`src/rtl/canBtPkg.sv`:
```
package canBtPkg;

  // strobes from the control section to the counting datapath
  typedef struct packed {
    logic hold;      // configuration mode: park counters, no strobes
    logic hardSync;  // restart at the sync quantum this cycle
  } btCtlT;

  function automatic logic maj3(input logic a, input logic b, input logic c);
    return (a & b) | (a & c) | (b & c);
  endfunction

endpackage

```
`src/rtl/canBtCtl.sv`:
```
module canBtCtl
  import canBtPkg::*;
#(
  parameter int PRE_W  = 8,
  parameter int T1_W   = 4,
  parameter int T2_W   = 3,
  parameter int RST_PRE = 0,
  parameter int RST_T1  = 3,
  parameter int RST_T2  = 1,
  localparam int REG_W = PRE_W + T1_W + T2_W + 1
) (
  input  logic             clk,
  input  logic             rstN,
  input  logic             cfgReq,
  input  logic             wrEn,
  input  logic [REG_W-1:0] wrData,
  input  logic             rxIn,
  input  logic             busIdle,
  input  logic             endOfBit,
  output logic             cfgAck,
  output logic [REG_W-1:0] timingReg,
  output btCtlT            ctl
);

  localparam logic [REG_W-1:0] RST_VAL =
    {1'b0, T2_W'(RST_T2), T1_W'(RST_T1), PRE_W'(RST_PRE)};

  logic prevRx;
  logic fallSeen;

  assign fallSeen     = prevRx & ~rxIn;
  assign ctl.hold     = cfgAck;
  assign ctl.hardSync = ~cfgAck & busIdle & fallSeen;

  // previous line level for edge detection (recessive after reset)
  always_ff @(posedge clk) begin
    if (!rstN) prevRx <= 1'b1;
    else       prevRx <= rxIn;
  end

  // request/acknowledge handshake: grant only at a bit boundary
  always_ff @(posedge clk) begin
    if (!rstN) begin
      cfgAck <= 1'b0;
    end else if (!cfgAck) begin
      if (cfgReq && endOfBit) cfgAck <= 1'b1;
    end else if (!cfgReq) begin
      cfgAck <= 1'b0;
    end
  end

  // timing register, writable only in configuration mode
  always_ff @(posedge clk) begin
    if (!rstN)                timingReg <= RST_VAL;
    else if (cfgAck && wrEn)  timingReg <= wrData;
  end

  AST_ACK_AT_BOUNDARY: assert property (@(posedge clk) disable iff (!rstN)
    $rose(cfgAck) |-> $past(endOfBit) && $past(cfgReq));
  AST_WRITE_LOCKED: assert property (@(posedge clk) disable iff (!rstN)
    (!cfgAck && wrEn) |=> timingReg == $past(timingReg));
  AST_RELEASE: assert property (@(posedge clk) disable iff (!rstN)
    (cfgAck && !cfgReq) |=> !cfgAck);

endmodule

```
`src/rtl/canBtDp.sv`:
```
module canBtDp
  import canBtPkg::*;
#(
  parameter int PRE_W = 8,
  parameter int T1_W  = 4,
  parameter int T2_W  = 3
) (
  input  logic             clk,
  input  logic             rstN,
  input  btCtlT            ctl,
  input  logic [PRE_W-1:0] preField,
  input  logic [T1_W-1:0]  t1Field,
  input  logic [T2_W-1:0]  t2Field,
  input  logic             tripleEn,
  input  logic             rxIn,
  output logic             endOfBit,
  output logic             sampleStrike,
  output logic             bitEdge,
  output logic             rxBit
);

  localparam int Q_MAX = 1 + (1 << T1_W) + (1 << T2_W);
  localparam int Q_W   = $clog2(Q_MAX + 1);

  logic [PRE_W-1:0] preCnt;
  logic [Q_W-1:0]   qCnt;
  logic [Q_W-1:0]   lastQ;
  logic [Q_W-1:0]   sampQ;
  logic [1:0]       hist;
  logic             tick;
  logic             adv;
  logic             atSample;
  logic             voted;

  assign lastQ    = Q_W'(t1Field) + Q_W'(t2Field) + Q_W'(2);
  assign sampQ    = Q_W'(t1Field) + Q_W'(1);
  assign tick     = (preCnt == preField);
  assign adv      = tick & ~ctl.hold & ~ctl.hardSync;
  assign endOfBit = adv & (qCnt == lastQ);
  assign atSample = adv & (qCnt == sampQ);
  assign voted    = maj3(hist[1], hist[0], rxIn);

  // prescaler and quantum counters
  always_ff @(posedge clk) begin
    if (!rstN || ctl.hold || ctl.hardSync) begin
      preCnt <= '0;
      qCnt   <= '0;
    end else if (tick) begin
      preCnt <= '0;
      qCnt   <= (qCnt == lastQ) ? '0 : qCnt + Q_W'(1);
    end else begin
      preCnt <= preCnt + PRE_W'(1);
    end
  end

  // per-quantum sample history and strobes
  always_ff @(posedge clk) begin
    if (!rstN) begin
      hist         <= 2'b11;
      rxBit        <= 1'b1;
      sampleStrike <= 1'b0;
      bitEdge      <= 1'b0;
    end else begin
      sampleStrike <= atSample;
      bitEdge      <= endOfBit;
      if (adv) hist <= {hist[0], rxIn};
      if (atSample) rxBit <= tripleEn ? voted : rxIn;
    end
  end

  AST_RESTART_ZERO: assert property (@(posedge clk) disable iff (!rstN)
    (ctl.hold || ctl.hardSync) |=> (qCnt == '0 && preCnt == '0));
  AST_STROBE_DISJOINT: assert property (@(posedge clk) disable iff (!rstN)
    !(sampleStrike && bitEdge));
  AST_Q_BOUND: assert property (@(posedge clk) disable iff (!rstN)
    !ctl.hold |-> qCnt <= lastQ);
  AST_PRE_BOUND: assert property (@(posedge clk) disable iff (!rstN)
    !ctl.hold |-> preCnt <= preField);
  AST_QUIET_IN_CFG: assert property (@(posedge clk) disable iff (!rstN)
    ctl.hold |=> (!sampleStrike && !bitEdge));

endmodule

```
`src/rtl/canBitTimer.sv`:
```
module canBitTimer
  import canBtPkg::*;
#(
  parameter int PRE_W = 8,
  parameter int T1_W  = 4,
  parameter int T2_W  = 3,
  localparam int REG_W = PRE_W + T1_W + T2_W + 1
) (
  input  logic             clk,
  input  logic             rstN,
  input  logic             cfgReq,
  output logic             cfgAck,
  input  logic             wrEn,
  input  logic [REG_W-1:0] wrData,
  output logic [REG_W-1:0] rdData,
  input  logic             rxIn,
  input  logic             busIdle,
  output logic             sampleStrike,
  output logic             bitEdge,
  output logic             rxBit
);

  btCtlT            ctl;
  logic             endOfBit;
  logic [REG_W-1:0] timingReg;

  assign rdData = timingReg;

  canBtCtl #(.PRE_W(PRE_W), .T1_W(T1_W), .T2_W(T2_W)) uCtl (
    .clk(clk), .rstN(rstN), .cfgReq(cfgReq), .wrEn(wrEn), .wrData(wrData),
    .rxIn(rxIn), .busIdle(busIdle), .endOfBit(endOfBit), .cfgAck(cfgAck),
    .timingReg(timingReg), .ctl(ctl)
  );

  canBtDp #(.PRE_W(PRE_W), .T1_W(T1_W), .T2_W(T2_W)) uDp (
    .clk(clk), .rstN(rstN), .ctl(ctl),
    .preField(timingReg[PRE_W-1:0]),
    .t1Field(timingReg[PRE_W +: T1_W]),
    .t2Field(timingReg[PRE_W+T1_W +: T2_W]),
    .tripleEn(timingReg[REG_W-1]),
    .rxIn(rxIn), .endOfBit(endOfBit), .sampleStrike(sampleStrike),
    .bitEdge(bitEdge), .rxBit(rxBit)
  );

endmodule

```
`config.mk`:
```
export PLATFORM = sky130hd
export DESIGN_NAME = canBitTimer
export DESIGN_NICKNAME = d
export VERILOG_FILES = /design/src/rtl/canBtPkg.sv /design/src/rtl/canBtCtl.sv /design/src/rtl/canBtDp.sv /design/src/rtl/canBitTimer.sv
export SDC_FILE = /design/constraint.sdc
export NUM_CORES = 1
export LEC_CHECK = 0
export ABC_AREA = 1
export CAP_MARGIN = 20
export CORE_UTILIZATION = 34
export DETAILED_ROUTE_END_ITERATION = 8
export PLACE_DENSITY_LB_ADDON = 0.25
export SYNTH_ARGS = -nofsm -noshare
export SYNTH_HDL_FRONTEND = slang
export SYNTH_SLANG_ARGS = --single-unit
```
`constraint.sdc`:
```
create_clock -name clk -period 2.89 [get_ports clk]
set_clock_uncertainty 0.2 [all_clocks]
set_input_delay 0.289 -clock clk [delete_from_list [all_inputs] [get_ports clk]]
set_output_delay 0.289 -clock clk [all_outputs]
set_load 0.005 [all_outputs]
```
Word-level counts from Yosys, hierarchy flattened. Index checks and enable logic that the tools add are counted.

Flip-flop bits (word level): 36.

$add $sub $neg: 5. Equal/unequal tests: 3. Multiplexer cells: 5. Bitwise operators: 15. Reductions and logical operators: 6.

Operators with widths (number): 1-bit bitwise AND (10); 5-bit == test (2); 8-bit by 1-bit adder with 8-bit output, second input constant (1); 8-bit == test (1); 4-bit by 1-bit adder with 5-bit output, second input constant (1); 4-bit by 3-bit adder with 5-bit output (1); 5-bit by 1-bit adder with 5-bit output, second input constant (1); 5-bit by 2-bit adder with 5-bit output, second input constant (1); 5-bit two-way mux (1); 1-bit two-way mux (4); 1-bit NOT (3); 1-bit logical AND (2); 1-bit logical OR (2); 1-bit OR (2); 2-bit OR reduction (1); 1-bit zero test (1).

Longest topological paths before layout. Gate-level depths: netlist of run 1.

Word-level depth: 9. Depth in mapped cells: 15.

Hierarchy. A second synthesis of run 1 with hierarchy kept.

Cell total of the unflattened synthesis: 317. Area total of the unflattened synthesis: 2030.7 um2.

By module, submodules not included: canBtDp (instances 1, cells each 212, area each 1308.8 um2, sequential area each 360.3 um2); canBtCtl (instances 1, cells each 105, area each 721.9 um2, sequential area each 360.3 um2).

Least setup slack after synthesis of run 1. Ideal clock, no wire load.

Path type: reg-to-reg. From: register uCtl.timingReg[9]. To: register uDp.qCnt[2]. Arrival time: 1999 ps. Required time: 2573 ps. Slack: 574 ps. Cell stages (with the launch flop): 12. Path buffers: 0. Period minus slack after synthesis: 2316 ps. Cells stage by stage: dfxtp_1 -> inv_1 -> ha_1 -> inv_1 -> ha_1 -> fa_1 -> xnor2_1 -> nand3_1 -> nor2_1 -> nand2_1 -> o21ai_2 -> nor2_1.

Longest elaborated chain between the ends: 4.

RTL lines: start: declaration (RTL line canBtCtl.sv:21) `output logic [REG_W-1:0] timingReg,`; start signal: assignment (RTL line canBtCtl.sv:55) `else if (cfgAck && wrEn) timingReg <= wrData;`; 4-bit by 3-bit adder with 5-bit output (RTL line canBtDp.sv:35) `assign lastQ = Q_W'(t1Field) + Q_W'(t2Field) + Q_W'(2);`; 5-bit by 2-bit adder with 5-bit output (RTL line canBtDp.sv:35); 5-bit == test (RTL line canBtDp.sv:50) `qCnt <= (qCnt == lastQ) ? '0 : qCnt + Q_W'(1);`; 5-bit two-way mux (RTL line canBtDp.sv:50); end signal: assignment (RTL line canBtDp.sv:50); end: declaration (RTL line canBtDp.sv:26) `logic [Q_W-1:0] qCnt;`.

Every way passes these cells. A chain may end at the register's enable or synchronous reset.

Worst setup path in the final report of run 1.
From: register uCtl.timingReg[9]. To: register uDp.qCnt[3].

The elaborated chain is that of the path after synthesis.

==> out/qor.txt, run 1 <==
Routed WL: 4220 µm
Synth Area in Compound Gates: 8.51%
DRC Markers: 0
CTS tree: yes
Multi-input logic area: 0.00109 mm²
WHS Path Cells: 2
Commonest non-fill, non-tap cells in the layout: 61 x nand2_1, 41 x clkdlybuf4s50_1, 36 x dfxtp_1, 33 x inv_1, 30 x nor2_1
Outcome: finished, final reports clean
CP max stage cell: fa_1
Syn Area/Cell: 7.27 µm²
Starting Density: 35.6%
Least-Margin Pin Slew: 0.432 ns
Int Pwr: 0.807 mW
Share of post-route cells with drive strength above 1: 11.3%
Part of the power in combinational logic: 8.2%
P_leak: 1.09 nW
Yosys reg bits: 36
CP peak stage delay: 0.50 ns
Switch share: 22.7%
Post-synthesis mux area share: 0%
Antenna violations before repair: 0
Routability congestion estimate: 0.820
First-pass GRT wire length: 7560 µm
Overall global routing resource usage: 15.7%
Top cells by area, synth: dfxtp_1 36%, nand2_1 12%, inv_1 6.2%
DR WL/cell: 10.8 µm
Number of global-route vias before repair: 1679
Setup TNS: 0 ns
RSZ-0062 raised after global routing: false
Total CTS buffers: 5
# setup viols final: 0
Critical path launch point type: flop
Die Y: 78.4 µm
Hold Buf Count CTS: 0
Critical Path Fanout Max: 5
Clk network pwr share: 42.8%
DRT antenna net count: 0
Maximum VDD drop: 271 µV
Largest buffer count on any clock path: 2
Worst R2R Path Depth: 11
Vias: 1758
Iter 0 DRT Violations: 51
Syn Nets: 305
GR Util met2: 25.4%
Slew Limit Fails: 0
Post-CTS setup buffers: 0
Area after DPL: 0.00248 mm²
Psw: 0.237 mW
Largest net degree at the start of global routing: 24
H-tree Lvls: 2
CTS Root Cell: clkbuf_8
Antenna diode count: 0
Tcrit/Tclk final: 85.8%
Hold Crit Start: uDp.rxBit
# fillers: 564
Worst EP required: 2.88 ns
Main combinational cell family by area after synthesis: simple AND/OR/NAND/NOR gates
Post-layout nets: 350
Core area: 0.00557 mm²
CP Class: reg2reg
Number of top-level pins: 42
CP Capture Type: flop
Storage cell area: 721 µm²
Syn. warnings: 0
PwrDens: 403 mW/mm²
Grt met1 use: 20.3%
Relative slew slack: 71.1%
Post-Synth Adder-Cell Area: 7.19%
Tmin final: 2.48 ns
Design Area, Final: 0.00259 mm²
Post-cts gate resize count: 0
Final hold violation count: 0
First-pass DRT Iterations: 4
Layout area overhead: 30.5%
Site Rows: 27
Xor/xnor cell area share of the yosys netlist: 5.23%
Post-Synthesis Cells: 273
Worst Path Arrival: 2.47 ns
IO Port Bufs: 41
CP startpoint: uCtl.timingReg[9]
Chip Width: 78.4 µm
Reg-to-Reg Start: uCtl.timingReg[9]
Fmax: 403 MHz
Worst hold path type: reg2reg
GRT Residual Overflow: 0
Die area: 0.00615 mm²
Worst-skew pair later-pin latency: 0.29 ns
Synth Area in Simple Gates: 34.2%
Grt met3 use: 3.14%
CTS Sinks: 36
Cell variety after synth: 29
Vias per inst: 4.50
Post-DP HPWL: 3280 µm
GR peak layer: met2
Sequential power share: 49.1%
Top cell type's share of synthesized area: 36.3%
Max_cap viols: 0
Mapped cell area: 0.00198 mm²
Synth area leader: dfxtp_1
Seq/Total Area, Yosys: 36.3%
Worst-path cell chain: inv_1 > ha_1 > inv_1 > ha_1 > fa_1 > xnor2_1 > nand3_1 > nor2_1 > nand2_1 > o21ai_2 > nor2_1
Clock transition at the registers of the reported paths: 0.08 ns
Commonest non-fill, non-tap cell in the layout: nand2_1
==> through the flow <==
stage	utilization (%)	worst slack, ns	hold slack (ns)	power (mW)	std cells
floorplan	-	0.574	0.181	0.568	273
global placement	44.4	0.469	0.261	0.609	383
detailed placement	44.4	0.421	0.260	0.610	383
CTS	46.4	0.411	0.279	1.06	391
global route	46.4	0.106	0.316	1.09	391
finish	46.4	0.410	0.274	1.04	391
==> final cells by class <==
class,instances,share of cell area (%)
clock inverter,3,1.64
tap,72,3.48
inverter,39,5.65
multi-input combinational,193,42.3
clock buffer,5,2.66
sequential,36,27.8
timing repair buffer,43,16.4
==> worst paths after layout <==
path                 endpoint  slack (ns)
setup reg to reg  uDp.qCnt[3]        0.41
hold reg to reg     uDp.rxBit        0.27
setup / recovery  uDp.qCnt[3]        0.41
hold / removal      uDp.rxBit        0.27
==> critical path, delay by kind of cell (launching register included) <==
kind | cells | cell delay, ns
adder cells (fa/ha/maj) | 3 | 0.98
AND/OR/NAND/NOR | 4 | 0.41
flip-flops | 1 | 0.38
AO/OA/AOI/OAI | 1 | 0.19
buffers and inverters | 2 | 0.11
XOR/XNOR | 1 | 0.11
==> cell usage after synthesis (all sizes together) <==
| cell type | number |
|---|---|
| nor3b | 2 |
| dfxtp | 36 |
| clkinv | 2 |
| a21oi | 14 |
| nor3 | 6 |
| ha | 9 |
| fa | 1 |
| nand4 | 1 |
| o21ai | 16 |
| nor2 | 37 |
| inv | 37 |
| buf | 1 |
| xor2 | 3 |
| clkbuf | 4 |
| maj3 | 1 |
| xnor2 | 8 |
| nand3 | 24 |
| o211ai | 2 |
| nand2 | 69 |
==> flip-flops by register name, summed over array words and instances (netlist names) <==
register and flops:
uDp.qCnt 5, uDp.preCnt 8, uDp.bitEdge 1, uDp.hist 2, uCtl.timingReg 16, uDp.sampleStrike 1, uCtl.prevRx 1, uDp.rxBit 1
uCtl.cfgAck 1
==> cell families after synthesis <==
family,Yosys count
AND/OR/NAND/NOR,139
AO/OA/AOI/OAI,32
buffers and inverters,44
XOR/XNOR,11
flip-flops,36
adder cells (fa/ha/maj),11
==> power by group through the flow <==
stage	clock network (mW)	registers, mW	logic [mW]
final	0.446	0.512	0.0851
after detailed placement	0	0.524	0.0861
after global placement	0	0.524	0.0852
after global routing	0.483	0.514	0.0972
after floorplan	0	0.522	0.0459
after CTS	0.459	0.513	0.0867
==> per-layer routing <==
metal / vias to the layer above / routed length (µm)
li1: 952 / -
met1: 761 / 2070
met2: 39 / 1920
met3: 6 / 161
met4: 0 / 69
met5: - / 0
Power figures use the tool's default switching activity.
==> run 2: changes to the inputs <==
Settings changed: SYNTH_HIERARCHICAL from default to 1.
==> run 2 against run 1 <==
Net effect:
- global-route usage fell by 0.15 points
- maximum frequency rose by 0.80%
- cell count is 11% higher
- combinational power shrank 12%
- clock power decreased by 17%
- total power down 8.4%
- via count up 7.6%
- critical path depth rose by 2
- clock-buffer cell count rose by 1
- area after synthesis rose by 2.3%
- register-to-register slack improved by 0.02 ns
- critical path type unchanged
- largest power group unchanged
==> out/qor.txt, run 2 <==
Core area: 0.00564 mm² (was 0.00557 mm²)
H-tree Lvls: 2 (unchanged)
Grt met1 use: 21.5% (was 20.3%)
Reg2Reg Setup Slack: 0.43 ns (was 0.41 ns)
Largest net degree at the start of global routing: 18 (was 24)
Commonest non-fill, non-tap cells in the layout: 102 x nand2_1, 55 x inv_1, 45 x nor2_1, 41 x clkdlybuf4s50_1, 36 x dfxtp_1 (was 61 x nand2_1, 41 x clkdlybuf4s50_1, 36 x dfxtp_1, 33 x inv_1, 30 x nor2_1)
Critical path launch point type: flop (unchanged)
Post-CTS setup buffers: 0 (unchanged)
Least-Margin Pin Slew: 0.567 ns (was 0.432 ns)
CTS Sinks: 36 (unchanged)
Number of global-route vias before repair: 1658 (was 1679)
Register name with the most flops: uCtl/timingReg (was uCtl.timingReg)
FF-to-FF End: uCtl/cfgAck (was uDp.qCnt[3])
Total CTS buffers: 5 (unchanged)
# setup viols final: 0 (unchanged)
Worst R2R Path Depth: 13 (was 11)
Int Pwr: 0.736 mW (was 0.807 mW)
CTS Root Cell: clkbuf_8 (unchanged)
Setup TNS: 0 ns (unchanged)
Sequential power share: 53.6% (was 49.1%)
Vias: 1891 (was 1758)
Worst Path Arrival: 2.49 ns (was 2.47 ns)
Synth Flop Type: dfxtp_1 (unchanged)
Syn Nets: 349 (was 305)
Iter 0 DRT Violations: 61 (was 51)
Area after DPL: 0.00249 mm² (was 0.00248 mm²)
Final hold violation count: 0 (unchanged)
Routed WL: 4370 µm (was 4220 µm)
Count leader, synth: nand2_1 (unchanged)
CP Capture Type: flop (unchanged)
Reg-to-Reg Start: uCtl/timingReg[9] (was uCtl.timingReg[9])
Max_cap viols: 0 (unchanged)
Storage cell area: 721 µm² (unchanged)
WHS Path Cells: 2 (unchanged)
Tcrit/Tclk final: 85.1% (was 85.8%)
Part of the power in combinational logic: 7.8% (was 8.2%)
Antenna violations before repair: 0 (unchanged)
First-pass DRT Iterations: 4 (unchanged)
Starting Density: 36.0% (was 35.6%)
Maximum VDD drop: 214 µV (was 271 µV)
Mapped cell area: 0.00203 mm² (was 0.00198 mm²)
Synth area leader: dfxtp_1 (unchanged)
Worst-skew pair later-pin latency: 0.29 ns (about the same)
Die area: 0.00629 mm² (was 0.00615 mm²)
Design Area, Final: 0.00258 mm² (was 0.00259 mm²)
Number of top-level pins: 42 (unchanged)
Switch share: 23.1% (was 22.7%)
Chip Width: 79.3 µm (was 78.4 µm)
# fillers: 582 (was 564)
Cell variety after synth: 26 (was 29)
Worst hold path type: reg2reg (unchanged)
Post-layout nets: 392 (was 350)
Hold Buf Count CTS: 0 (unchanged)
Overall global routing resource usage: 15.5% (was 15.7%)
Site Rows: 27 (unchanged)
CP Class: reg2reg (unchanged)
RSZ-0062 raised after global routing: false (unchanged)
Share of post-route cells with drive strength above 1: 5.82% (was 11.3%)
Critical Path Fanout Max: 5 (unchanged)
Slew Limit Fails: 0 (unchanged)
DRC Markers: 0 (unchanged)
Post-cts gate resize count: 0 (unchanged)
Tmin final: 2.46 ns (was 2.48 ns)
Antenna diode count: 0 (unchanged)
IO Port Bufs: 41 (unchanged)
P_leak: 1.26 nW (was 1.09 nW)
Largest buffer count on any clock path: 2 (unchanged)
Routability congestion estimate: 0.785 (was 0.820)
Layout area overhead: 27.2% (was 30.5%)
First-pass GRT wire length: 7540 µm (was 7560 µm)
Die Y: 79.3 µm (was 78.4 µm)
Outcome: finished, final reports clean (unchanged)
Top cell type's share of synthesized area: 35.5% (was 36.3%)
Largest regs: uCtl/timingReg (16), uDp/preCnt (8), uDp/qCnt (5) (was uCtl.timingReg (16), uDp.preCnt (8), uDp.qCnt (5))
Relative slew slack: 62.1% (was 71.1%)
Most frequent cells after synthesis: 102 x nand2_1, 55 x inv_1, 45 x nor2_1 (was 61 x nand2_1, 36 x dfxtp_1, 33 x inv_1)
Largest register FFs: 16 (unchanged)
Crit path capture: uCtl/cfgAck (was uDp.qCnt[3])
Clk network pwr share: 38.5% (was 42.8%)
Syn. warnings: 6 (was 0)
Number of synthesized flops with an enable pin: 0 (unchanged)
Top cells by area, synth: dfxtp_1 35%, nand2_1 19%, inv_1 10% (was dfxtp_1 36%, nand2_1 12%, inv_1 6.2%)
GR Util met2: 23.0% (was 25.4%)
Psw: 0.221 mW (was 0.237 mW)
GRT Residual Overflow: 0 (unchanged)
CP startpoint: uCtl/timingReg[9] (was uCtl.timingReg[9])
Fmax: 406 MHz (was 403 MHz)
Clock transition at the registers of the reported paths: 0.07 ns (was 0.08 ns)
Grt met3 use: 3.56% (was 3.14%)
Vias per inst: 4.37 (was 4.50)
PwrDens: 370 mW/mm² (was 403 mW/mm²)
Yosys reg bits: 36 (unchanged)
CTS tree: yes (unchanged)
Worst EP required: 2.92 ns (was 2.88 ns)
Commonest non-fill, non-tap cell in the layout: nand2_1 (unchanged)
FFs w/ async S/R, synth: 0% (unchanged)
DR WL/cell: 10.1 µm (was 10.8 µm)
Multi-input logic area: 0.00103 mm² (was 0.00109 mm²)
Post-Synthesis Cells: 317 (was 273)
Seq/Total Area, Yosys: 35.5% (was 36.3%)
DRT antenna net count: 0 (unchanged)
Syn Area/Cell: 6.41 µm² (was 7.27 µm²)
Post-DP HPWL: 3300 µm (was 3280 µm)
GR peak layer: met2 (unchanged)
==> run 2: cell types whose count changed in the layout (fill, tap and decap cells not counted), sizes merged, moves of 6 or more <==
| cell | change |
|---|---|
| nand2 | +35 |
| xnor2 | -6 |
| a21oi | -7 |
| nor2 | +11 |
| o21ai | -12 |
| inv | +20 |
==> run 2: metrics by stage <==
step	instances	setup WS, ns	util [%]	power (mW)	hold WS [ns]
2_1_floorplan	317	0.586	-	0.557	0.173
3_3_place_gp	425	0.505	44.1	0.599	0.245
3_5_place_dp	425	0.429	44.1	0.599	0.247
4_1_cts	433	0.410	45.8	0.973	0.272
5_1_grt	433	0.170	45.8	1.00	0.303
6_report	433	0.429	45.8	0.956	0.267
==> run 2: cells by family (layout without fill, tap and decap cells) <==
logic type,after synthesis,count (layout),synth area share (%)
flops,36,36,35.5
fa+ha+maj,10,10,6.53
buf+inv,65,109,13.6
compound gates,12,12,3.08
simple gates,188,188,38.8
xor+xnor,6,6,2.59
==> run 2: critical path, cell delays in order (launching register included) <==
cell and delay, ns:
dfxtp_1 0.40, inv_1 0.06, ha_1 0.28, inv_1 0.04, ha_1 0.21, fa_1 0.50, nand2_1 0.05, nand2_1 0.07
nand3_1 0.07, nor2_1 0.12, nand2_1 0.12, nor2_1 0.11, o21ai_0 0.07, nor2_1 0.09
==> run 2: metal layers <==
metal / vias up / routed length [µm]
met5: - / 0
met2: 39 / 1840
met1: 813 / 2250
met4: 0 / 48
met3: 4 / 221
li1: 1035 / -
==> run 2: worst min path at each step <==
| stage | start | end | slack [ns] |
|---|---|---|---|
| final | uDp/rxBit | uDp/rxBit | 0.27 |
| after global routing | uDp/hist[1] | uDp/hist[1] | 0.30 |
| after CTS | uDp/rxBit | uDp/rxBit | 0.27 |
| after detailed placement | uDp/rxBit | uDp/rxBit | 0.25 |
| after global placement | uDp/rxBit | uDp/rxBit | 0.24 |
| after floorplan | rstN | uDp/hist[0] | 0.17 |
==> run 2: power by group through the flow <==
stage | clock [mW] | sequential (mW) | combinational, mW
2_1_floorplan | 0 | 0.522 | 0.0354
5_1_grt | 0.405 | 0.514 | 0.0838
3_5_place_dp | 0 | 0.524 | 0.0753
6_report | 0.368 | 0.513 | 0.0751
3_3_place_gp | 0 | 0.524 | 0.0752
4_1_cts | 0.384 | 0.512 | 0.0758
==> run 2: cell type report <==
cell class                      instances  share of cell area [%]
Clock buffer                            6                    3.20
Clock inverter                          2                   0.388
Inverter                               58                    8.48
Multi-Input combinational cell        216                    40.1
Sequential cell                        36                    27.9
Tap cell                               72                    3.49
Timing Repair Buffer                   43                    16.5
